$ cat config.mk
export PLATFORM = sky130hd
export DESIGN_NAME = burst_replicator
export DESIGN_NICKNAME = d
export VERILOG_FILES = /design/src/rtl/rep_pkg.sv /design/src/rtl/rep_req_queue.sv /design/src/rtl/rep_expander.sv /design/src/rtl/burst_replicator.sv
export SDC_FILE = /design/constraint.sdc
export NUM_CORES = 1
export LEC_CHECK = 0
export ABC_AREA = 1
export BUFFER_PORTS_ARGS = -buffer_cell sky130_fd_sc_hd__buf_2
export CAP_MARGIN = 20
export CORE_MARGIN = 3
export CORE_UTILIZATION = 36
export CTS_BUF_LIST = sky130_fd_sc_hd__clkbuf_8
export CTS_CLUSTER_SIZE = 12
export DETAILED_ROUTE_END_ITERATION = 16
export PLACE_DENSITY_LB_ADDON = 0.3
export SETUP_SLACK_MARGIN = 0.15
export SLEW_MARGIN = 40
export SYNTH_ARGS = -nofsm -noshare
export SYNTH_HDL_FRONTEND = slang
export SYNTH_SLANG_ARGS = --single-unit
$ cat constraint.sdc
create_clock -name clk -period 2.4 [get_ports clk]
set_input_delay 0.12 -clock clk [delete_from_list [all_inputs] [get_ports clk]]
set_output_delay 0.12 -clock clk [all_outputs]
set_load 0.01 [all_outputs]
$ cat src/rtl/rep_pkg.sv
package rep_pkg;

    typedef enum logic [0:0] {
        ST_IDLE = 1'b0,
        ST_EMIT = 1'b1
    } rep_state_e;

endpackage

$ cat src/rtl/rep_req_queue.sv
module rep_req_queue #(
    parameter int DATA_W = 16,
    parameter int CNT_W  = 8,
    parameter int DEPTH  = 4
) (
    input  logic              clk,
    input  logic              rst_n,
    input  logic              push_valid,
    output logic              push_ready,
    input  logic [DATA_W-1:0] push_data,
    input  logic [CNT_W-1:0]  push_count,
    input  logic              pop,
    output logic              head_valid,
    output logic [DATA_W-1:0] head_data,
    output logic [CNT_W-1:0]  head_count
);

    localparam int PTR_W = (DEPTH > 1) ? $clog2(DEPTH) : 1;
    localparam int OCC_W = $clog2(DEPTH + 1);
    localparam logic [PTR_W-1:0] LAST_PTR = PTR_W'(DEPTH - 1);
    localparam logic [OCC_W-1:0] FULL_OCC = OCC_W'(DEPTH);

    logic [DATA_W-1:0] data_mem  [DEPTH];
    logic [CNT_W-1:0]  count_mem [DEPTH];
    logic [PTR_W-1:0]  wr_ptr_q, rd_ptr_q;
    logic [OCC_W-1:0]  occ_q;
    logic              do_push;

    assign push_ready = (occ_q != FULL_OCC);
    assign do_push    = push_valid && push_ready;
    assign head_valid = (occ_q != '0);
    assign head_data  = data_mem[rd_ptr_q];
    assign head_count = count_mem[rd_ptr_q];

    genvar gi;
    generate
        for (gi = 0; gi < DEPTH; gi++) begin : g_slot
            always_ff @(posedge clk or negedge rst_n) begin
                if (!rst_n) begin
                    data_mem[gi]  <= '0;
                    count_mem[gi] <= '0;
                end else if (do_push && (wr_ptr_q == PTR_W'(gi))) begin
                    data_mem[gi]  <= push_data;
                    count_mem[gi] <= push_count;
                end
            end
        end
    endgenerate

    always_ff @(posedge clk or negedge rst_n) begin
        if (!rst_n) begin
            wr_ptr_q <= '0;
            rd_ptr_q <= '0;
            occ_q    <= '0;
        end else begin
            if (do_push) begin
                wr_ptr_q <= (wr_ptr_q == LAST_PTR) ? '0 : wr_ptr_q + 1'b1;
            end
            if (pop) begin
                rd_ptr_q <= (rd_ptr_q == LAST_PTR) ? '0 : rd_ptr_q + 1'b1;
            end
            unique case ({do_push, pop})
                2'b10:   occ_q <= occ_q + 1'b1;
                2'b01:   occ_q <= occ_q - 1'b1;
                default: occ_q <= occ_q;
            endcase
        end
    end

    // occupancy never exceeds the queue depth
    p_no_overflow_r2: assert property (@(posedge clk) disable iff (!rst_n)
        occ_q <= FULL_OCC);

    // the expander pops only an existing entry
    p_no_underflow_r6: assert property (@(posedge clk) disable iff (!rst_n)
        pop |-> head_valid);

    // a lone push grows occupancy by one
    p_push_grows_r2: assert property (@(posedge clk) disable iff (!rst_n)
        (push_valid && push_ready && !pop) |=> (occ_q == $past(occ_q) + 1'b1));

endmodule

$ cat src/rtl/rep_expander.sv
module rep_expander
    import rep_pkg::*;
#(
    parameter int DATA_W = 16,
    parameter int CNT_W  = 8
) (
    input  logic              clk,
    input  logic              rst_n,
    input  logic              head_valid,
    input  logic [DATA_W-1:0] head_data,
    input  logic [CNT_W-1:0]  head_count,
    output logic              pop,
    output logic              out_valid,
    input  logic              out_ready,
    output logic [DATA_W-1:0] out_data
);

    localparam logic [CNT_W-1:0] ONE = CNT_W'(1);

    rep_state_e        state_q, state_d;
    logic [CNT_W-1:0]  rem_q, rem_d;
    logic [DATA_W-1:0] word_q, word_d;

    // next state: load, discard, beat, chain, drain
    always_comb begin
        state_d = state_q;
        rem_d   = rem_q;
        word_d  = word_q;
        pop     = 1'b0;
        unique case (state_q)
            ST_IDLE: begin
                if (head_valid) begin
                    pop = 1'b1;
                    if (head_count != '0) begin
                        state_d = ST_EMIT;
                        rem_d   = head_count;
                        word_d  = head_data;
                    end
                end
            end
            ST_EMIT: begin
                if (out_ready) begin
                    if (rem_q == ONE) begin
                        state_d = ST_IDLE;
                        if (head_valid) begin
                            pop = 1'b1;
                            if (head_count != '0) begin
                                state_d = ST_EMIT;
                                rem_d   = head_count;
                                word_d  = head_data;
                            end
                        end
                    end else begin
                        rem_d = rem_q - ONE;
                    end
                end
            end
            default: state_d = ST_IDLE;
        endcase
    end

    always_ff @(posedge clk or negedge rst_n) begin
        if (!rst_n) begin
            state_q <= ST_IDLE;
            rem_q   <= '0;
            word_q  <= '0;
        end else begin
            state_q <= state_d;
            rem_q   <= rem_d;
            word_q  <= word_d;
        end
    end

    always_comb begin
        out_valid = (state_q == ST_EMIT);
        out_data  = word_q;
    end

    // an offered beat holds while the downstream stalls
    p_hold_beat_r7: assert property (@(posedge clk) disable iff (!rst_n)
        (out_valid && !out_ready) |=> (out_valid && $stable(out_data)));

    // a stall does not consume a repetition
    p_stall_keeps_count_r7: assert property (@(posedge clk) disable iff (!rst_n)
        (out_valid && !out_ready) |=> $stable(rem_q));

    // an offered beat always has repetitions left
    p_live_count_r3: assert property (@(posedge clk) disable iff (!rst_n)
        out_valid |-> (rem_q != '0));

    // an accepted non-final beat lowers the count by one
    p_beat_step_r3: assert property (@(posedge clk) disable iff (!rst_n)
        (out_valid && out_ready && (rem_q > ONE)) |=> (rem_q == $past(rem_q) - ONE));

endmodule

$ cat src/rtl/burst_replicator.sv
module burst_replicator #(
    parameter int DATA_W = 16,
    parameter int CNT_W  = 8,
    parameter int QDEPTH = 4
) (
    input  logic              clk,
    input  logic              rst_n,
    input  logic              req_valid,
    output logic              req_ready,
    input  logic [DATA_W-1:0] req_data,
    input  logic [CNT_W-1:0]  req_count,
    output logic              out_valid,
    input  logic              out_ready,
    output logic [DATA_W-1:0] out_data
);

    logic              head_valid;
    logic [DATA_W-1:0] head_data;
    logic [CNT_W-1:0]  head_count;
    logic              pop;

    rep_req_queue #(
        .DATA_W(DATA_W),
        .CNT_W (CNT_W),
        .DEPTH (QDEPTH)
    ) u_queue (
        .clk       (clk),
        .rst_n     (rst_n),
        .push_valid(req_valid),
        .push_ready(req_ready),
        .push_data (req_data),
        .push_count(req_count),
        .pop       (pop),
        .head_valid(head_valid),
        .head_data (head_data),
        .head_count(head_count)
    );

    rep_expander #(
        .DATA_W(DATA_W),
        .CNT_W (CNT_W)
    ) u_expander (
        .clk       (clk),
        .rst_n     (rst_n),
        .head_valid(head_valid),
        .head_data (head_data),
        .head_count(head_count),
        .pop       (pop),
        .out_valid (out_valid),
        .out_ready (out_ready),
        .out_data  (out_data)
    );

    // nothing is offered in the first cycle after reset
    p_quiet_after_reset_r1: assert property (@(posedge clk)
        $rose(rst_n) |-> (!out_valid && req_ready));

endmodule

# After elaboration in Yosys (flattened, before gate mapping)
# Cells that the tools add are included.
# Widths: inputs -> output; s select.
word_totals:
  regBits: 128
  in_bits: 28
  out_inout_bits: 18
op_classes:
  n_addsub: 5
  order_cmp: 1
  eq_ne: 10
  n_mux: 28
  bitwise_logic: 2
  reduce_logical: 10
ops:
  columns: ["op", "n"]
  rows:
  - ["$mux 16", 6]
  - ["$mux 8", 6]
  - ["$bmux 16 s2", 1]
  - ["$pmux 16 s2", 1]
  - ["$bmux 8 s2", 1]
  - ["$pmux 8 s2", 1]
  - ["$eq 2x2->1 const B", 4]
  - ["$eq 8x1->1 const B", 1]
  - ["$reduce_bool 8->1", 1]
  - ["$sub 8x1->8 const B", 1]
  - ["$mux 1", 7]
  - ["$pmux 3 s2", 1]
  - ["$logic_and 1x1->1", 5]
  - ["$add 2x1->2 const B", 2]
  - ["$eq 2x1->1 const B", 2]
  - ["$mux 2", 2]
  - ["$ne 2x2->1 const B", 2]
  - ["$pmux 1 s2", 2]
  - ["$add 3x1->3 const B", 1]
  - ["$ge 3x3->1 const B", 1]
  - ["$ne 3x3->1 const B", 1]
  - ["$not 2->3", 1]
  - ["$reduce_bool 3->1", 1]
  - ["$sub 3x1->3 const B", 1]
  - ["other kinds (4)", 4]

# Depth between registers and ports, before layout
# Gate-level depths: netlist (run 1).
depth:
  word_depth: 10
  depth_mapped: 14
  mapped_depth_nobuf: 12

# By module
# From an unflattened synthesis (run 1), not the netlist that was laid out.
unflattened:
  hier_cells: 823
  area_unflattened_um2: 6511.2
by_module_without_submodules:
  columns: ["module", "instances", "cells_each", "area_per_inst_um2", "seq_area_each_um2"]
  rows:
  - ["rep_req_queue", 1, 635, 5089.9, 2577.5]
  - ["rep_expander", 1, 188, 1421.4, 625.6]

# Worst setup path after synthesis (run 1)
# Ideal clock, no wire load.
synth_path:
  kind: "register to register"
  start: "register u_expander.rem_q[2]"
  end: "register u_queue.occ_q[2]"
  arrival_ns: 2.269
  required_ns: 2.276
  slack_ns: 0.007
  stages_incl_launch_ff: 13
  n_path_buf: 1
  period_less_slack_ns: 2.393
  cell_sequence: "dfrtp_1 > nor2_1 > nand2_1 > o21ai_2 > nand2_2 > buf_2 > nor2_4 > ha_1 > inv_1 > fa_1 > a21oi_1 > o21ai_0 > xnor2_1"
synth_between:
  elab_chain_len: 6
  word_cells_on_any_way: 8
  classes_between: "3 x eq/ne; 4 x mux; 1 x reduce/logical"
synth_rtl:
  columns: ["element", "line_no", "text"]
  rows:
  - ["start: declaration", "rep_expander.sv:21", "logic [CNT_W-1:0] rem_q, rem_d;"]
  - ["start signal: assignment", "rep_expander.sv:69", "rem_q <= rem_d;"]
  - ["$eq 8x1->1 *", "rep_expander.sv:43", "if (rem_q == ONE) begin"]
  - ["$mux 1 *", "rep_expander.sv:43", null]
  - ["$mux 1 *", "rep_expander.sv:42", "if (out_ready) begin"]
  - ["$pmux 1 s2 *", "rep_expander.sv:30", "unique case (state_q)"]
  - ["via pop", "burst_replicator.sv:20", "logic pop;"]
  - ["$eq 2x1->1 or $eq 2x2->1 (tied branches)", "rep_req_queue.sv:62", "unique case ({do_push, pop})"]
  - ["$pmux 3 s2 or $reduce_bool 2->1 (tied branches)", null, null]
  - ["end signal: assignment", "rep_req_queue.sv:63", "2'b10: occ_q <= occ_q + 1'b1;"]
  - ["end signal: assignment", "rep_req_queue.sv:64", "2'b01: occ_q <= occ_q - 1'b1;"]
  - ["end signal: assignment", "rep_req_queue.sv:65", "default: occ_q <= occ_q;"]
  - ["end: declaration", "rep_req_queue.sv:26", "logic [OCC_W-1:0] occ_q;"]
# Mark *: on every way through the listed nets, which the timed path passes. The rest lies on a longest branch.
# A chain may end at the register's enable or synchronous reset.

# Final worst setup path (run 1)
layout_path:
  start: "register u_expander.rem_q[4]"
  end: "register u_queue.occ_q[2]"
# Same word-level chain as after synthesis.

==> metrics.md, run 1 <==
| Metric | Value |
|---|---|
| Outcome | `complete, no violations` |
| Launching point of the worst reg2reg path | `u_expander.rem_q[4]` |
| Die Ht | `134 microns` |
| Worst hold path cell count | `3` |
| Synth Cell Area | `0.00587 sq mm` |
| Nets | `807` |
| P_int | `5.47 mW` |
| Count leader, synth | `nand2_1` |
| Io pins | `46` |
| Placed insts | `950` |
| Pin count of the biggest net entering global routing | `65` |
| Setup TNS | `0 ps` |
| Worst R2R Path Depth | `11` |
| Clk buf depth | `2` |
| Clk sink count | `128` |
| EDFF count, synth | `0` |
| Starting DRT DRC Count | `329` |
| IO Port Bufs | `45` |
| Switching Fraction | `39.7%` |
| Max_cap viols | `0` |
| Worst Min Path Start | `req_data[10]` |
| Setup Crit Path Kind | `register to register` |
| DR vias | `4,774` |
| Synth top area cells | `dfrtp_1, nand2_1, o21ai_0` |
| Worst Hold Path EP | `u_queue.data_mem[10]` |
| CTS tree | `done` |
| Clock transition at the registers of the reported paths | `80 ps` |
| Worst Path Arrival | `2400 ps` |
| Power Dens Cells | `1310 mW/mm^2` |
| Final min period | `2080 ps` |
| Root buffer cell | `clkbuf_8` |
| Slew headroom | `63.9%` |
| Design Area, Final | `0.00694 sq mm` |
| Asr flop ratio synth | `100%` |
| Antenna violations before repair | `0` |
| Global placer's final weighted congestion | `0.758` |
| Slew Limit Fails | `0` |
| DRC | `0` |
| Delay-heaviest family, CP | `adder cells` |
| Tightest Pin Transition | `541 ps` |
| WP buf/inv | `1` |
| Post-DP HPWL | `8.66 mm` |
| Reg power frac | `40.6%` |
| FF-to-FF End | `u_queue.occ_q[2]` |
| Gr usage total | `15.9%` |
| Critical path required time | `2720 ps` |
| Commonest cells post-synth | `nand2_1, o21ai_0, dfrtp_1` |
| Syn Inst Count | `709` |
| Crit share post-route | `86.7%` |
| Die area | `0.0179 sq mm` |
| Sw Pwr | `3.60 mW` |
| Crit path cell chain | `nor2_2 > nand2_1 > o21ai_4 > nand2_2 > nor2_4 > ha_1 > inv_1 > fa_2 > a21oi_1 > o21ai_1 > xnor2_1` |
| Worst-skew pair later-pin latency | `440 ps` |
| FMAX | `481 MHz` |
| DR WL/cell | `13.5 microns` |
| Crit path launch type | `register` |
| First-pass GRT wire length | `23.0 mm` |
| Reg-to-reg slack, setup | `320 ps` |
| Crit end category | `register` |
| Num CTS Buffers | `17` |
| Area of the core | `0.0159 sq mm` |
| Aggregate global routing overflow | `0` |
| Post-synth cell types | `29` |
| Combinational Power Share | `38.2%` |
| Main synth FF type | `dfrtp_1` |
| Synth top area share | `54.6%` |
| Post-synthesis sequential area ratio | `54.6%` |
| Die width | `134 microns` |
| Clk pwr share | `21.2%` |
| Post-synthesis register bit count | `128` |
| Synth warnings | `0` |
| Total wire length | `13.5 mm` |
| RSZ-0062 raised after global routing | `no` |
| Synthesized area per cell | `8.27 sq um` |
| Starting Density | `36.8%` |
| Worst IR Drop VDD | `426 uV` |
| Core Rows | `46` |
| Power Total | `9.06 mW` |
| Fill cell count | `1,658` |
| Static leakage | `3.42 nW` |
| P&R area growth vs syn | `18.3%` |
| Post-route insts no fill | `999` |
| Final hold viol count | `0` |
| Cell type with the highest aggregate area in the netlist | `dfrtp_1` |
| Area after DPL | `0.00635 sq mm` |
| Worst Hold Class | `input port to register` |
| Mapped Nets | `746` |
| DRT antenna net count | `0` |
| Layout Skew | `10.5 ps` |
| CP peak stage delay | `440 ps` |
| DR pass1 iterations | `5` |
| # diodes | `0` |
| Slowest-stage cell, CP | `dfrtp_1` |
| H-Tree Depth | `4` |
| Routed vias/inst | `4.78` |
| Crit-path max FO | `5` |
| Final setup fails | `0` |
| Vias in the first global route | `4,529` |
| Layout cells sized above 1 | `14.7%` |
sequential cells by signal (all words and copies together), names as in the netlist:
| name | cells |
|---|---|
| u_queue.rd_ptr_q | 2 |
| u_expander.out_data | 16 |
| u_queue.count_mem | 32 |
| u_queue.data_mem | 64 |
| u_expander.out_valid | 1 |
| u_expander.rem_q | 8 |
| u_queue.occ_q | 3 |
| u_queue.wr_ptr_q | 2 |
worst register-to-register path: cells and delay by family, from the launching register on:
family | cells | cell delay (ps)
compound gates | 3 | 400
buf+inv | 1 | 70
xor+xnor | 1 | 120
fa+ha+maj | 2 | 490
simple gates | 4 | 450
flops | 1 | 440
placed cells by master, fill, tap and decap left out, drive strengths merged, types with 2 or more instances in the layout:
cell type / n
a21oi: 3
o22ai: 16
dfrtp: 128
clkinv: 6
ha: 8
o21ai: 164
clkbuf: 18
xor2: 3
nor2: 47
clkinvlp: 5
inv: 48
dlygate4sd3: 13
xnor2: 3
nand3: 26
nand2: 219
buf: 68
bufinv: 3
nor3: 2
kinds of logic (layout without fill, tap and decap cells):
group / Yosys count / in the layout / synth area share, %
buffers and inverters: 87 / 161 / 6.21
AOI/OAI and AO/OA: 184 / 184 / 16.1
adders and majority gates: 9 / 9 / 2.05
xor gates and xnor gates: 6 / 6 / 0.896
DFF: 128 / 128 / 54.6
and+or+nand+nor: 295 / 295 / 20.1
per-layer routing:
metal | wire [microns] | GRT usage (%) | up-vias
li1 | - | - | 2432
met3 | 535 | 3.81 | 15
met4 | 149 | 4.11 | 0
met5 | 0 | 0 | -
met2 | 6110 | 24.2 | 91
met1 | 6660 | 23.1 | 2236
layout make-up:
cell class                      count  area, sq um  area share [%]
Clock buffer                       18          248            3.57
Clock inverter                     14          168            2.42
Inverter                           48          180            2.60
Multi-Input combinational cell    494         2320            33.4
Sequential cell                   128         3200            46.2
Tap cell                          216          270            3.89
Timing Repair Buffer               81          556            8.00
through the flow:
step / hold WS, ps / setup WS (ps) / utilization (%)
final: 6.99 / 319 / 43.5
after CTS: 3.39 / 227 / 43.2
after detailed placement: 140 / 234 / 39.8
after floorplan: -176 / 172 / -
after global placement: 141 / 271 / 39.8
after global routing: 10.4 / 157 / 43.5
worst max path at each step:
stage                                   start                to  slack, ps  cells after the start
after floorplan           u_expander.rem_q[1]  u_queue.occ_q[2]        170                     13
after detailed placement  u_expander.rem_q[4]  u_queue.occ_q[2]        230                     11
after CTS                 u_expander.rem_q[4]  u_queue.occ_q[2]        230                     11
after global routing      u_expander.rem_q[2]  u_queue.occ_q[2]        160                     11
final                     u_expander.rem_q[4]  u_queue.occ_q[2]        320                     11
after global placement    u_expander.rem_q[4]  u_queue.occ_q[2]        270                     11
repair_timing:
| item | CTS | global route |
|---|---|---|
| endpoints found under the setup margin | 0 | 2 |
| buffers inserted | 0 | 4 |
| hold endpoints to repair | 73 | 0 |
| gates resized for setup | 0 | 3 |
| hold buffers | 13 | 0 |
power by group through the flow:
stage | sequential [mW] | combinational (mW) | clock (mW)
2_1_floorplan | 3.66 | 2.47 | 0
3_3_place_gp | 3.68 | 3.42 | 0
3_5_place_dp | 3.71 | 3.45 | 0
4_1_cts | 3.67 | 3.48 | 1.96
5_1_grt | 3.82 | 4.05 | 2.06
6_report | 3.68 | 3.46 | 1.92
Power figures use the tool's default switching activity.
==> run 2: changes to the inputs <==
Settings changed: CORE_MARGIN 3 to unset, REMOVE_ABC_BUFFERS set to 1.
==> run 2 against run 1 <==
Against the previous run: count of clock-buffer cells in the layout unchanged; die area down 5.9%; first-iteration DRC count grew 3.6%; sequential cell count unchanged; routed wire length increased by 3.0%; critical path type unchanged; largest power group unchanged.
==> metrics.md, run 2 (synthesis gave the netlist of run 1 again) <==
| Metric | Value |
|---|---|
| Starting Density | `36.9% (+0.13 points)` |
| Biggest register | `u_queue.data_mem` |
| Worst IR Drop VDD | `567 uV (+33%)` |
| Nets | `815 (+0.99%)` |
| Final min period | `2060 ps (-25.0 ps)` |
| Die Ht | `130 microns (-3.0%)` |
| Slew Limit Fails | `0 (unchanged)` |
| DR pass1 iterations | `5 (unchanged)` |
| Routed vias/inst | `4.75 (-0.50%)` |
| H-Tree Depth | `4 (unchanged)` |
| Aggregate global routing overflow | `0 (unchanged)` |
| Global placer's final weighted congestion | `0.817 (+7.7%)` |
| Die area | `0.0168 sq mm (-5.9%)` |
| DR WL/cell | `13.8 microns (+2.2%)` |
| Layout Skew | `13.4 ps (+2.96 ps)` |
| IO Port Bufs | `45 (unchanged)` |
| Core Rows | `46 (unchanged)` |
| Tightest Pin Transition | `501 ps (-40.3 ps)` |
| Num CTS Buffers | `17 (unchanged)` |
| Hold slack | `13.7 ps (+6.75 ps)` |
| Crit path launch type | `register` |
| Final setup fails | `0 (unchanged)` |
| Post-DP HPWL | `8.40 mm (-3.0%)` |
| Layout cells sized above 1 | `14.4% (-0.27 points)` |
| Io pins | `46 (unchanged)` |
| Power Dens Cells | `1320 mW/mm^2 (+0.92%)` |
| Design Area, Final | `0.00704 sq mm (+1.5%)` |
| Vias in the first global route | `4,630 (+2.2%)` |
| Final hold viol count | `0 (unchanged)` |
| DRT antenna net count | `0 (unchanged)` |
| Clock transition at the registers of the reported paths | `70 ps (about the same)` |
| Starting DRT DRC Count | `341 (+3.6%)` |
| Outcome | `complete, no violations` |
| Crit-path max FO | `39 (+34)` |
| Clk buf depth | `2 (unchanged)` |
| DR WL met3 | `474 microns (-11%)` |
| Area of the core | `0.0159 sq mm (-0.36%)` |
| First-pass GRT wire length | `23.7 mm (+2.9%)` |
| Slew headroom | `66.6% (+2.7 points)` |
| Commonest non-fill, non-tap cell in the layout | `nand2_1` |
| Pin count of the biggest net entering global routing | `49 (-25%)` |
| FMAX | `486 MHz (+1.2%)` |
| Antenna violations before repair | `0 (unchanged)` |
| Largest register FFs | `64 (unchanged)` |
| Static leakage | `3.48 nW (+1.9%)` |
| Root buffer cell | `clkbuf_8` |
| DRC | `0 (unchanged)` |
| # diodes | `0 (unchanged)` |
| Uppermost routed layer | `met4` |
| Commonest non-fill, non-tap cells in the layout | `nand2_1, o21ai_0, dfrtp_1` |
| Setup Crit Path Kind | `register to register` |
| Worst-skew pair later-pin latency | `440 ps (about the same)` |
| RSZ-0062 raised after global routing | `no` |
| Critical path required time | `2750 ps (+30 ps)` |
| Crit end category | `register` |
| Clk sink count | `128 (unchanged)` |
| Die width | `130 microns (-3.0%)` |
| Gr usage total | `18.6% (+2.7 points)` |
| Met2 WL | `6.30 mm (+3.2%)` |
| Area after DPL | `0.00636 sq mm (+0.28%)` |
| Max_cap viols | `0 (unchanged)` |
| DR vias | `4,788 (+0.29%)` |
| Total wire length | `13.9 mm (+3.0%)` |
| WL met1 | `6.94 mm (+4.2%)` |
| Crit share post-route | `85.7% (-1.0 points)` |
| P&R area growth vs syn | `20.1%` |
| CTS tree | `done` |
| Worst Hold Class | `input port to register` |
| Worst Path Arrival | `2410 ps (about the same)` |
run 2: metal layers:
| layer | GRT usage, % | vias up |
|---|---|---|
| li1 | - | 2439 |
| met1 | 24.6 | 2251 |
| met2 | 30.0 | 84 |
| met3 | 4.09 | 14 |
| met4 | 6.43 | 0 |
| met5 | 0 | - |
run 2: layout make-up:
| type | count | area (sq um) |
|---|---|---|
| Multi-Input combinational cell | 494 | 2310 |
| Sequential cell | 128 | 3200 |
| Clock inverter | 14 | 211 |
| Tap cell | 216 | 270 |
| Timing Repair Buffer | 89 | 621 |
| Inverter | 48 | 180 |
| Clock buffer | 18 | 248 |
| Fill cell | 1636 | 8840 |
run 2: power breakdown:
part           leakage, nW  switching [mW]  internal, mW
clock network        0.235           0.868          1.26
registers             1.61           0.553          3.14
logic                 1.64            2.17          1.29
run 2: worst paths after layout:
kind / from / endpoint / slack (ps) / cells past startpoint
max: u_queue.rd_ptr_q[0] / u_expander.rem_q[5] / 340 / 13
min: req_count[2] / u_queue.count_mem[10] / 10 / 3
max reg2reg: u_queue.rd_ptr_q[0] / u_expander.rem_q[5] / 340 / 13
min reg2reg: u_expander.out_data[7] / u_expander.out_data[7] / 470 / 2
max in group asynchronous: rst_n / u_expander.rem_q[2] / 1590 / 3
min in group asynchronous: rst_n / u_queue.data_mem[60] / 160 / 2
run 2: critical path, stage by stage (launching register included):
cell and delay, ps:
dfrtp_1 390, buf_4 280, nand2_1 120, nand3_1 70, nand2_1 120, nand2_1 60
nor2_1 120, nand2_2 100, nand2_4 140, buf_4 290, nand2_1 80, nand2_1 70
nand2_1 40, o21ai_0 70
run 2: repair_timing:
action,CTS,global route
endpoints found under the hold margin,128,0
setup endpoints to repair,0,1
gates resized for setup,0,6
hold buffers,20,0
buffers inserted,0,1
run 2: per-stage QoR:
step                power [mW]  cells  TNS (ps)  worst slack, ps  util [%]
floorplan                 5.94    670     -2170             -105         -
CTS                       9.32   1006         0              215      44.2
global placement          7.08    954         0              294      40.1
global route              10.1   1007         0              156      44.3
detailed placement        7.13    954         0              258      40.1
finish                    9.28   1007         0              344      44.3
